==> src/rtl/pmon_pkg.sv <==
package pmon_pkg;
  localparam int BOX_CTL_OFS  = 'hF4;
  localparam int CTL_BASE     = 'hD8;
  localparam int CTL_STRIDE   = 4;
  localparam int CTR_BASE     = 'hA0;
  localparam int CTR_STRIDE   = 8;
  localparam int HI_WORD_OFS  = 4;

  localparam int FRZ_EN_BIT   = 16;
  localparam int FRZ_BIT      = 8;
  localparam int CLR_CTR_BIT  = 1;
  localparam int CLR_CTL_BIT  = 0;
  localparam int CTL_EN_BIT   = 0;

  typedef struct packed {
    logic frz_en;
    logic frz;
    logic clr_ctr;
    logic clr_ctl;
  } box_wr_t;
endpackage

==> src/rtl/pmon_box_ctl.sv <==
module pmon_box_ctl
  import pmon_pkg::*;
(
  input  logic    clk_i,
  input  logic    rst_ni,
  input  logic    sel_i,
  input  box_wr_t wr_i,
  input  logic    freeze_i,
  output logic    frozen_o,
  output logic    clr_ctr_o,
  output logic    clr_ctl_o
);
  logic frz_en_q, frz_q;

  always_ff @(posedge clk_i or negedge rst_ni) begin
    if (!rst_ni) begin
      frz_en_q <= 1'b0;
      frz_q    <= 1'b0;
    end else if (sel_i) begin
      frz_en_q <= wr_i.frz_en;
      frz_q    <= wr_i.frz;
    end
  end

  // freeze enable qualifies both sources
  assign frozen_o  = frz_en_q & (freeze_i | frz_q);
  // one-shot actions, never stored
  assign clr_ctr_o = sel_i & wr_i.clr_ctr;
  assign clr_ctl_o = sel_i & wr_i.clr_ctl;


  frz_disable_chk: assert property (@(posedge clk_i) disable iff (!rst_ni)
    (sel_i && !wr_i.frz_en) |=> !frozen_o);

  frz_manual_chk: assert property (@(posedge clk_i) disable iff (!rst_ni)
    (sel_i && wr_i.frz_en && wr_i.frz) |=> frozen_o);
endmodule

==> src/rtl/pmon_counter.sv <==
module pmon_counter
  import pmon_pkg::*;
#(
  parameter int CTR_W  = 48,
  parameter int DATA_W = 32
) (
  input  logic              clk_i,
  input  logic              rst_ni,
  input  logic              ctl_we_i,
  input  logic [DATA_W-1:0] wdata_i,
  input  logic              clr_ctl_i,
  input  logic              clr_ctr_i,
  input  logic              frozen_i,
  input  logic              event_i,
  output logic [DATA_W-1:0] ctl_o,
  output logic [CTR_W-1:0]  cnt_o
);
  logic [DATA_W-1:0] ctl_q;
  logic [CTR_W-1:0]  cnt_q;
  logic              inc;

  assign inc = event_i & ctl_q[CTL_EN_BIT] & ~frozen_i;

  always_ff @(posedge clk_i or negedge rst_ni) begin
    if (!rst_ni)        ctl_q <= '0;
    else if (clr_ctl_i) ctl_q <= '0;
    else if (ctl_we_i)  ctl_q <= wdata_i;
  end

  // clear beats event; natural wrap at all-ones
  always_ff @(posedge clk_i or negedge rst_ni) begin
    if (!rst_ni)        cnt_q <= '0;
    else if (clr_ctr_i) cnt_q <= '0;
    else if (inc)       cnt_q <= cnt_q + 1'b1;
  end

  assign ctl_o = ctl_q;
  assign cnt_o = cnt_q;


  ctr_clear_chk: assert property (@(posedge clk_i) disable iff (!rst_ni)
    clr_ctr_i |=> (cnt_o == '0));

  ctr_freeze_hold_chk: assert property (@(posedge clk_i) disable iff (!rst_ni)
    (frozen_i && !clr_ctr_i) |=> $stable(cnt_o));

  ctr_step_chk: assert property (@(posedge clk_i) disable iff (!rst_ni)
    (!clr_ctr_i && event_i && ctl_o[CTL_EN_BIT] && !frozen_i)
      |=> (cnt_o == CTR_W'($past(cnt_o) + 1'b1)));

  ctr_idle_chk: assert property (@(posedge clk_i) disable iff (!rst_ni)
    (!clr_ctr_i && !event_i) |=> $stable(cnt_o));

  ctl_clear_chk: assert property (@(posedge clk_i) disable iff (!rst_ni)
    clr_ctl_i |=> (ctl_o == '0));
endmodule

==> src/rtl/pmon_rd_mux.sv <==
module pmon_rd_mux
  import pmon_pkg::*;
#(
  parameter int NUM_CTR = 3,
  parameter int CTR_W   = 48,
  parameter int DATA_W  = 32,
  parameter int ADDR_W  = 8
) (
  input  logic [ADDR_W-1:0]               addr_i,
  input  logic [NUM_CTR-1:0][DATA_W-1:0]  ctl_i,
  input  logic [NUM_CTR-1:0][CTR_W-1:0]   cnt_i,
  output logic [DATA_W-1:0]               rdata_o
);
  localparam int WIDE_W = 2 * DATA_W;

  logic [NUM_CTR-1:0][WIDE_W-1:0] ext;

  for (genvar g = 0; g < NUM_CTR; g++) begin : g_ext
    assign ext[g] = WIDE_W'(cnt_i[g]);
  end

  always_comb begin
    rdata_o = '0;
    for (int i = 0; i < NUM_CTR; i++) begin
      if (addr_i == ADDR_W'(CTL_BASE + CTL_STRIDE * i))
        rdata_o = ctl_i[i];
      if (addr_i == ADDR_W'(CTR_BASE + CTR_STRIDE * i))
        rdata_o = ext[i][DATA_W-1:0];
      if (addr_i == ADDR_W'(CTR_BASE + CTR_STRIDE * i + HI_WORD_OFS))
        rdata_o = ext[i][WIDE_W-1:DATA_W];
    end
  end
endmodule

==> src/rtl/pmon_box.sv <==
module pmon_box
  import pmon_pkg::*;
#(
  parameter int NUM_CTR = 3,
  parameter int CTR_W   = 48,
  parameter int DATA_W  = 32,
  parameter int ADDR_W  = 8
) (
  input  logic               clk_i,
  input  logic               rst_ni,
  input  logic               freeze_i,
  input  logic [NUM_CTR-1:0] event_i,
  input  logic               cfg_wr_i,
  input  logic [ADDR_W-1:0]  cfg_addr_i,
  input  logic [DATA_W-1:0]  cfg_wdata_i,
  output logic [DATA_W-1:0]  cfg_rdata_o
);
  localparam logic [ADDR_W-1:0] BOX_ADDR = ADDR_W'(BOX_CTL_OFS);

  logic                             box_sel;
  box_wr_t                          box_wr;
  logic                             frozen, clr_ctr, clr_ctl;
  logic [NUM_CTR-1:0]               ctl_we;
  logic [NUM_CTR-1:0][DATA_W-1:0]   ctl;
  logic [NUM_CTR-1:0][CTR_W-1:0]    cnt;

  assign box_sel        = cfg_wr_i & (cfg_addr_i == BOX_ADDR);
  assign box_wr.frz_en  = cfg_wdata_i[FRZ_EN_BIT];
  assign box_wr.frz     = cfg_wdata_i[FRZ_BIT];
  assign box_wr.clr_ctr = cfg_wdata_i[CLR_CTR_BIT];
  assign box_wr.clr_ctl = cfg_wdata_i[CLR_CTL_BIT];

  pmon_box_ctl u_box_ctl (
    .clk_i     (clk_i),
    .rst_ni    (rst_ni),
    .sel_i     (box_sel),
    .wr_i      (box_wr),
    .freeze_i  (freeze_i),
    .frozen_o  (frozen),
    .clr_ctr_o (clr_ctr),
    .clr_ctl_o (clr_ctl)
  );

  for (genvar g = 0; g < NUM_CTR; g++) begin : g_ctr
    assign ctl_we[g] = cfg_wr_i & (cfg_addr_i == ADDR_W'(CTL_BASE + CTL_STRIDE * g));

    pmon_counter #(
      .CTR_W  (CTR_W),
      .DATA_W (DATA_W)
    ) u_ctr (
      .clk_i     (clk_i),
      .rst_ni    (rst_ni),
      .ctl_we_i  (ctl_we[g]),
      .wdata_i   (cfg_wdata_i),
      .clr_ctl_i (clr_ctl),
      .clr_ctr_i (clr_ctr),
      .frozen_i  (frozen),
      .event_i   (event_i[g]),
      .ctl_o     (ctl[g]),
      .cnt_o     (cnt[g])
    );
  end

  pmon_rd_mux #(
    .NUM_CTR (NUM_CTR),
    .CTR_W   (CTR_W),
    .DATA_W  (DATA_W),
    .ADDR_W  (ADDR_W)
  ) u_rd_mux (
    .addr_i  (cfg_addr_i),
    .ctl_i   (ctl),
    .cnt_i   (cnt),
    .rdata_o (cfg_rdata_o)
  );


  box_rd_zero_chk: assert property (@(posedge clk_i) disable iff (!rst_ni)
    (cfg_addr_i == BOX_ADDR) |-> (cfg_rdata_o == '0));
endmodule

==> config.mk <==
export PLATFORM = sky130hd
export DESIGN_NAME = pmon_box
export DESIGN_NICKNAME = d
export VERILOG_FILES = /design/src/rtl/pmon_pkg.sv /design/src/rtl/pmon_box_ctl.sv /design/src/rtl/pmon_counter.sv /design/src/rtl/pmon_rd_mux.sv /design/src/rtl/pmon_box.sv
export SDC_FILE = /design/constraint.sdc
export NUM_CORES = 1
export LEC_CHECK = 0
export BUFFER_PORTS_ARGS = -buffer_cell sky130_fd_sc_hd__buf_2
export CAP_MARGIN = 20
export CORE_MARGIN = 2
export CORE_UTILIZATION = 60
export CTS_CLUSTER_DIAMETER = 50
export DETAILED_ROUTE_END_ITERATION = 6
export HOLD_SLACK_MARGIN = 0.03
export PLACE_DENSITY_LB_ADDON = 0.05
export SETUP_SLACK_MARGIN = 0.2
export SYNTH_ARGS = -nofsm -noshare
export SYNTH_HDL_FRONTEND = slang
export SYNTH_SLANG_ARGS = --single-unit
==> constraint.sdc <==
create_clock -name clk_i -period 2.4 [get_ports clk_i]
set_input_delay 0.12 -clock clk_i [delete_from_list [all_inputs] [get_ports clk_i]]
set_output_delay 0.12 -clock clk_i [all_outputs]
set_load 0.1 [all_outputs]
==> results of run 1 <==
-- cell usage in the layout, fill, tap and decap left out, types with 5 or more instances in the layout --
master	instances
o21ai_0	52
inv_1	18
or3_1	53
nand2_2	13
clkbuf_1	5
nor2_1	98
or4_1	26
nand2b_1	6
nor2b_1	6
and3_1	19
nand3_2	8
and4_1	13
nand2_1	163
nor3_1	16
nand3_1	140
clkbuf_16	38
a21oi_1	175
mux2i_1	14
dlygate4sd3_1	33
xnor2_1	36
mux2_2	6
buf_4	93
dfrtp_2	7
buf_12	40
nor4_1	14
nand4_1	41
a222oi_1	33
a22oi_1	15
o31ai_1	25
dfrtp_1	235
or2_2	5
o22ai_1	11
buf_2	44
xor2_1	37
-- registers in the layout (all words and copies together), names as in the netlist --
name,cells
g_ctr.u_ctr.ctl_o,96
u_box_ctl.frz_en_q,1
g_ctr.u_ctr.cnt_o,144
u_box_ctl.frz_q,1
-- path summary, 6_finish.rpt --
check                                            to  slack [ns]
max                                 cfg_rdata_o[22]        0.17
min                         g_ctr[1].u_ctr.cnt_o[1]        0.15
max reg2reg                g_ctr[2].u_ctr.cnt_o[47]        0.24
min reg2reg                 g_ctr[1].u_ctr.ctl_o[3]        0.52
max in group asynchronous  g_ctr[1].u_ctr.cnt_o[29]        1.39
min in group asynchronous  g_ctr[1].u_ctr.ctl_o[13]        0.16
-- cells in the mapped netlist (7+ instances only) --
| master | n |
|---|---|
| o31ai_1 | 25 |
| nor2b_1 | 7 |
| nand4_1 | 41 |
| buf_2 | 29 |
| a22oi_1 | 17 |
| and4_1 | 15 |
| nor2_1 | 98 |
| or2_2 | 7 |
| nand2_1 | 176 |
| clkbuf_1 | 69 |
| xor2_1 | 37 |
| and3_1 | 20 |
| a222oi_1 | 33 |
| o21ai_0 | 55 |
| mux2i_1 | 16 |
| o22ai_1 | 12 |
| or4_1 | 26 |
| a21oi_1 | 178 |
| nor4_1 | 17 |
| buf_1 | 11 |
| xnor2_1 | 36 |
| dfrtp_1 | 242 |
| mux2_2 | 7 |
| or3_1 | 54 |
| nor3_1 | 20 |
| nand3_1 | 148 |
| inv_1 | 18 |
-- power groups by stage --
stage | logic [W] | clock network [W] | registers, W
3_5_place_dp | 0.000556 | 0 | 0.00440
3_3_place_gp | 0.000537 | 0 | 0.00440
2_1_floorplan | 0.000297 | 0 | 0.00436
4_1_cts | 0.000600 | 0.00529 | 0.00433
5_1_grt | 0.000679 | 0.00544 | 0.00435
6_report | 0.000618 | 0.00525 | 0.00434
-- critical path, stage by stage --
cell	delay (ns)
buf_2	0.17
nand4b_1	0.31
nor3_4	0.05
buf_4	0.16
buf_4	0.16
buf_12	0.15
a222oi_1	0.62
nand2_2	0.15
buf_12	0.21
-- stage by stage --
| step | setup slack [ns] | std cells | total power [W] | area (um^2) | hold slack [ns] |
|---|---|---|---|---|---|
| floorplan | 0.06841 | 1496 | 0.004654 | 13440 | -0.1756 |
| finish | 0.1660 | 1939 | 0.01021 | 16750 | 0.1495 |
| detailed placement | 0.1085 | 1828 | 0.004956 | 14940 | 0.1108 |
| global route | 0.1558 | 1938 | 0.01046 | 16750 | 0.2104 |
| global placement | 0.1092 | 1828 | 0.004932 | 14940 | 0.1090 |
| CTS | 0.1975 | 1922 | 0.01022 | 16510 | 0.1360 |
-- routing by layer --
metal / global-route usage, % / part of all wire, % / wire [um] / vias up
met5: 0 / 0 / 0 / -
li1: - / - / - / 5785
met1: 53.90 / 40 / 18090 / 6390
met4: 19.27 / 5.2 / 2374 / 0
met3: 6.997 / 9.7 / 4408 / 150
met2: 59.24 / 45 / 20700 / 782
-- cells by family after synthesis --
| family | synth area share, % |
|---|---|
| xor gates and xnor gates | 4.850 |
| adders and majority gates | 0.2848 |
| DFF | 45.94 |
| and+or+nand+nor | 26.37 |
| buffers and inverters | 4.015 |
| muxes | 1.813 |
| AOI/OAI and AO/OA | 16.73 |
-- layout make-up --
type                       instances  area [um^2]  area share [%]
antenna                            1        2.502         0.01494
clock buffer                      45        985.9           5.886
clock inverter                    14        195.2           1.165
inverter                          18        67.56          0.4034
multi-input combinational       1125         6975           41.64
sequential                       242         6065           36.21
tap                              280        350.3           2.092
timing repair buffer             214         2108           12.59
-- repair_timing --
item	in CTS	in global routing
hold buffers	33	0
endpoints found under the setup margin	32	57
gates resized for setup	12	30
buffers inserted	2	16
hold endpoints to repair	160	0
pin swaps	2	14
==> impl_metrics.csv, run 1 <==
group,metric,value,unit
worst_setup_path,startpoint_type,"input port",
clock_network,clock_path_buffers,3,
logic_synthesis,syn-cell-area,13180,um^2
logic_synthesis,seq_area_frac_synth,45.94,%
sta,fmax,447.6,MHz
sta,fin_worst_skew,0.01200,ns
logic_synthesis,synth_edf_count,0,
worst_setup_path,critPathKind,"input port to primary output",
floorplanning,std_cell_rows,54,
layout,layout.nets,1686,
power,max-vdd-ir-drop,0.6849,mV
floorplanning,die_area,23170,um^2
layout,nFillCells,1459,
sta,fin_crit_sh,93.08,%
worst_setup_path,critical_path_required,2.28,ns
layout,area_growth,27.07,%
clock_network,cts-root-buf,"clkbuf_16",
logic_synthesis,synth_area_leader_cell,"dfrtp_1",
logic_synthesis,ys.warnings.count,0,
global_routing,antenna_found_initial,1,
worst_setup_path,worstPathMaxFanout,20,
logic_synthesis,ys_ff_latch,242,
global_routing,grt_pass1_wl,71210,um
logic_synthesis,syn_avg_cell_area,8.811,um^2
logic_synthesis,yosys.cell_types.count,65,
placement,io_buffers,78,
sta,slew_headroom,53.87,%
clock_network,clock-sinks,242,
floorplanning,chipHeight,152.2,um
logic_synthesis,synthArstFlopShare,100.0,%
route,drt_iter0_drc,1601,
logic_synthesis,syn_nets,1546,
logic_synthesis,synthFlopType,"dfrtp_1",
power,pwr-share-seq,42.5,%
global_routing,grt_usage,38.84,%
global_routing,gr-total-overflow,0,
logic_synthesis,synthCells,1496,
floorplanning,die_w,152.2,um
power,power.density,609.5,nW/um^2
route,avgRoutedWirePerCell,23.51,um
power,power.internal,0.007783,W
logic_synthesis,yosysTopAreaCellShare,45.94,%
sta,grt_setup_unrepaired,"true",
run,max-cap-violations,0,
layout,postLayoutCoreUtil,77.23,%
power,combinationalPowerShare,6.1,%
clock_network,path_clk_slew,0.05,ns
power,clock_power_share,51.4,%
route,drt_wl_total,45580,um
power,p_leak,7.054,nW
logic_synthesis,synthTopCellsByArea,"dfrtp_1 (46%), a21oi_1 (6.8%), nand3_1 (5.6%), nand2_1 (5.0%), nor2_1 (2.8%)",
worst_setup_path,r2r.worst_path.cells,6,
clock_network,clock_latency,0.51,ns
sta,hold_viol_final,0,
worst_setup_path,r2r_start,"g_ctr[2].u_ctr.cnt_o[17]",
route,ant_nets,0,
placement,globalplace.congestion,0.9762,
outcome,status,"completed",
power,switching_share,23.76,%
global_routing,grt_max_degree,97,
placement,dpl.hpwl,30970,um
layout,drive_gt1_share,19.90,%
floorplanning,coreArea,21690,um^2
floorplanning,initial_core_util,60.78,%
worst_setup_path,startpoint,"cfg_addr_i[6]",
min_path,hp-start,"event_i[1]",
sta,slew_viol_final,0,
route,drcViolationCount,0,
power,switchingPower,0.002425,W
route,vias_per_cell,6.760,
sta,worst_slew_pin_slew,0.6920,ns
sta,min_period,2.234,ns
clock_network,htreeDepth,2,
sta,setup-tns-final,0,ns
floorplanning,ios,79,
worst_setup_path,worstPathArrival,2.11,ns
sta,setup_viol,0,
route,firstDrtPassIters,6,
route,via_count,13110,
min_path,hold_path.class,"input port to register",
worst_setup_path,worstSetupEndpointType,"primary output",
min_path,hold_depth,4,
clock_network,cts_inserted_buffers,35,
clock_network,cts_tree,"done",
global_routing,grt_pass1_vias,12640,
Power figures use the tool's default switching activity.
==> inputs of run 2 (changes only) <==
- ABC_AREA: unset -> 1
==> run 2 against run 1 <==
The flow now finishes with violations (design-rule violations); highest routed layer is now met5; critical path type is now register to primary output; global-route usage grew 5.4 points; critical endpoint is now cfg_rdata_o[13]; synthesized cell count grew 57%; cell area grew 9.7%.
==> impl_metrics.csv, run 2 <==
group,metric,value,unit
sta,fmax,450.3,MHz
min_path,hold_depth,3,
logic_synthesis,syn_avg_cell_area,6.607,um^2
logic_synthesis,synth_most_common_cell,"nand2_1",
route,ant_nets,0,
worst_setup_path,critPathKind,"register to primary output",
global_routing,grt_pass1_vias,16530,
global_routing,gr-total-overflow,0,
route,drt_wl_total,59810,um
floorplanning,die_area,27120,um^2
logic_synthesis,synthCells,2345,
logic_synthesis,synth_edf_count,0,
logic_synthesis,synthTopCellsByArea,"dfrtp_1 (39%), nand2_1 (17%), nor2_1 (8.1%), nand3_1 (7.0%), nand4_1 (5.8%)",
placement,post-place-cells,2721,
sta,slew_viol_final,0,
layout,instances_no_fill,2813,
logic_synthesis,ys.warnings.count,0,
worst_setup_path,cp_cell_sequence,"inv_1, nor2_1, nor2_1, nand4_1, nor2_1, nand3_1, buf_12",
worst_setup_path,cpPeakStageDelay,0.42,ns
route,drt_iter0_drc,2440,
sta,setup-tns-final,0,ns
logic_synthesis,yosys.cell_types.count,36,
logic_synthesis,syn_nets,2395,
layout,final_common_cell,"nand2_1",
logic_synthesis,yosysTopAreaCellShare,39.09,%
sta,fin_worst_skew,0.01558,ns
sta,hold_viol_final,0,
route,vias_per_cell,6.293,
worst_setup_path,r2r.worst_path.cells,10,
power,p_leak,8.787,nW
layout,most-common-layout-cells,"nand2_1 (702), nor2_1 (328), dfrtp_1 (239)",
layout,drive_gt1_share,9.915,%
clock_network,cts_inserted_buffers,34,
logic_synthesis,ys_ff_latch,242,
clock_network,clock_latency,0.52,ns
min_path,hp-start,"cfg_wdata_i[4]",
layout,layout.nets,2508,
clock_network,clock-sinks,242,
global_routing,antenna_found_initial,3,
route,drcViolationCount,4,
layout,area_growth,18.58,%
worst_setup_path,critical_path_required,2.28,ns
worst_setup_path,path_buf_inv,2,
logic_synthesis,synth_top_family_by_area,"simple AND/OR/NAND/NOR gates",
clock_network,cts_tree,"done",
min_path,hold_path.class,"input port to register",
outcome,violations,"design-rule violations",
logic_synthesis,muxShareOfSynthArea,0,%
sta,grt_setup_unrepaired,"true",
worst_setup_path,path_depth,7,
worst_setup_path,worstPathMaxFanout,4,
route,avgRoutedWirePerCell,21.26,um
worst_setup_path,timing.rr.end,"g_ctr[2].u_ctr.cnt_o[28]",
route,firstDrtPassIters,7,
clock_network,clock_path_buffers,3,
power,power.density,740.2,nW/um^2
worst_setup_path,r2r_setup_slack,0.34,ns
worst_setup_path,worstPathArrival,2.10,ns
sta,fin_crit_sh,92.53,%
worst_setup_path,crit_path_top_delay_cell,"dfrtp_1",
global_routing,grt_max_degree,72,
placement,dpl.hpwl,43980,um
logic_synthesis,synthArstFlopShare,100.0,%
worst_setup_path,worstSetupEndpointType,"primary output",
floorplanning,coreArea,25250,um^2
logic_synthesis,synth_top_cells_by_count,"nand2_1 (706), nor2_1 (335), dfrtp_1 (242)",
sta,slew_headroom,45.93,%
layout,largest_reg_flops,144,
placement,globalplace.congestion,1.075,
logic_synthesis,synth_xor_area_share,1.526,%
floorplanning,std_cell_rows,58,
placement,io_buffers,78,
global_routing,grt_usage,44.27,%
route,via_count,17700,
sta,worst_slew_pin_slew,0.8091,ns
floorplanning,die_w,164.7,um
floorplanning,chipHeight,164.7,um
floorplanning,ios,79,
min_path,hold_end,"g_ctr[0].u_ctr.ctl_o[4]",
logic_synthesis,synthFlopType,"dfrtp_1",
global_routing,grt_pass1_wl,91200,um
worst_setup_path,cp_top_family,"simple AND/OR/NAND/NOR gates",
power,max-vdd-ir-drop,0.7184,mV
clock_network,cts-root-buf,"clkbuf_16",
sta,min_period,2.221,ns
run,max-cap-violations,0,
sta,setup_viol,0,
floorplanning,initial_core_util,61.35,%
logic_synthesis,syn-cell-area,15490,um^2
clock_network,path_clk_slew,0.06,ns
logic_synthesis,synth_area_leader_cell,"dfrtp_1",
logic_synthesis,synth_simple_gate_area_share,40.58,%
logic_synthesis,seq_area_frac_synth,39.09,%
worst_setup_path,startpoint_type,"register",
logic_synthesis,synthAdderAreaFrac,0.2423,%
outcome,status,"finished with violations",
clock_network,htreeDepth,2,
worst_setup_path,cp_common_cell,"nor2_1",
worst_setup_path,r2r_start,"g_ctr[2].u_ctr.cnt_o[0]",
logic_synthesis,synth_compound_area_share,10.03,%
==> run 2: per-layer routing <==
layer  global-route usage [%]  wire length, um  vias up
li1                         -                -     7932
met1                    57.77            22580     8209
met2                    67.29            25950     1265
met3                    11.75             7384      292
met4                    24.19             3875        4
met5                        0               25        -
==> run 2: timing repair <==
| action | CTS | global route |
|---|---|---|
| hold buffers | 28 | 0 |
| setup endpoints to repair | 15 | 41 |
| resized for setup | 3 | 37 |
| setup buffers | 0 | 3 |
| pin swaps | 0 | 4 |
| hold endpoints to repair | 142 | 0 |
==> run 2: logic make-up after synthesis <==
logic type      count (synthesis)
compound gates                290
xor+xnor                       27
fa+ha+maj                       3
buf+inv                       322
flops                         242
simple gates                 1461
==> run 2: power by group <==
group | internal, W | leakage, nW | switching (W)
clock | 0.00352 | 0.589 | 0.00202
sequential | 0.00471 | 2.92 | 0.000969
combinational | 0.000709 | 5.28 | 0.00166
total | 0.00894 | 8.79 | 0.00466
==> run 2: area by class of cell <==
class                   instances  area (um^2)
flip-flops and latches        242         6060
well taps                     330        412.9
clock inverters                18        291.5
clock buffers                  41        928.4
inverters                     242        910.9
diodes                          2        5.005
repair buffers                157         1559
multi-input cells            1781         8205
fillers                      2044         6882
==> run 2: worst max path at each step <==
stage | startpoint | endpoint | slack (ns)
after floorplan | cfg_addr_i[4] | cfg_rdata_o[30] | 0.34
after global placement | cfg_addr_i[4] | cfg_rdata_o[20] | 0.12
after detailed placement | cfg_addr_i[4] | cfg_rdata_o[20] | 0.07
after CTS | g_ctr[0].u_ctr.cnt_o[37] | cfg_rdata_o[5] | 0.20
after global routing | g_ctr[0].u_ctr.cnt_o[47] | cfg_rdata_o[15] | 0.18
final | g_ctr[0].u_ctr.cnt_o[45] | cfg_rdata_o[13] | 0.18
==> run 2: metrics by stage <==
step | hold slack (ns) | util [%] | instance area [um^2] | worst slack, ns | total power (W)
global route | 0.04227 | 72.73 | 18370 | 0.1791 | 0.01404
detailed placement | 0.1248 | 66.27 | 16730 | 0.06613 | 0.007899
floorplan | -0.1756 | - | 15500 | 0.3407 | 0.006790
global placement | 0.1184 | 66.27 | 16730 | 0.1201 | 0.007806
finish | 0.03097 | 72.75 | 18370 | 0.1792 | 0.01360
CTS | 0.03242 | 72.24 | 18240 | 0.2021 | 0.01340
==> run 2: tightest hold or removal path: stages <==
cell,delay [ns]
buf_2,0.10
nand2_1,0.19
o21ai_1,0.10
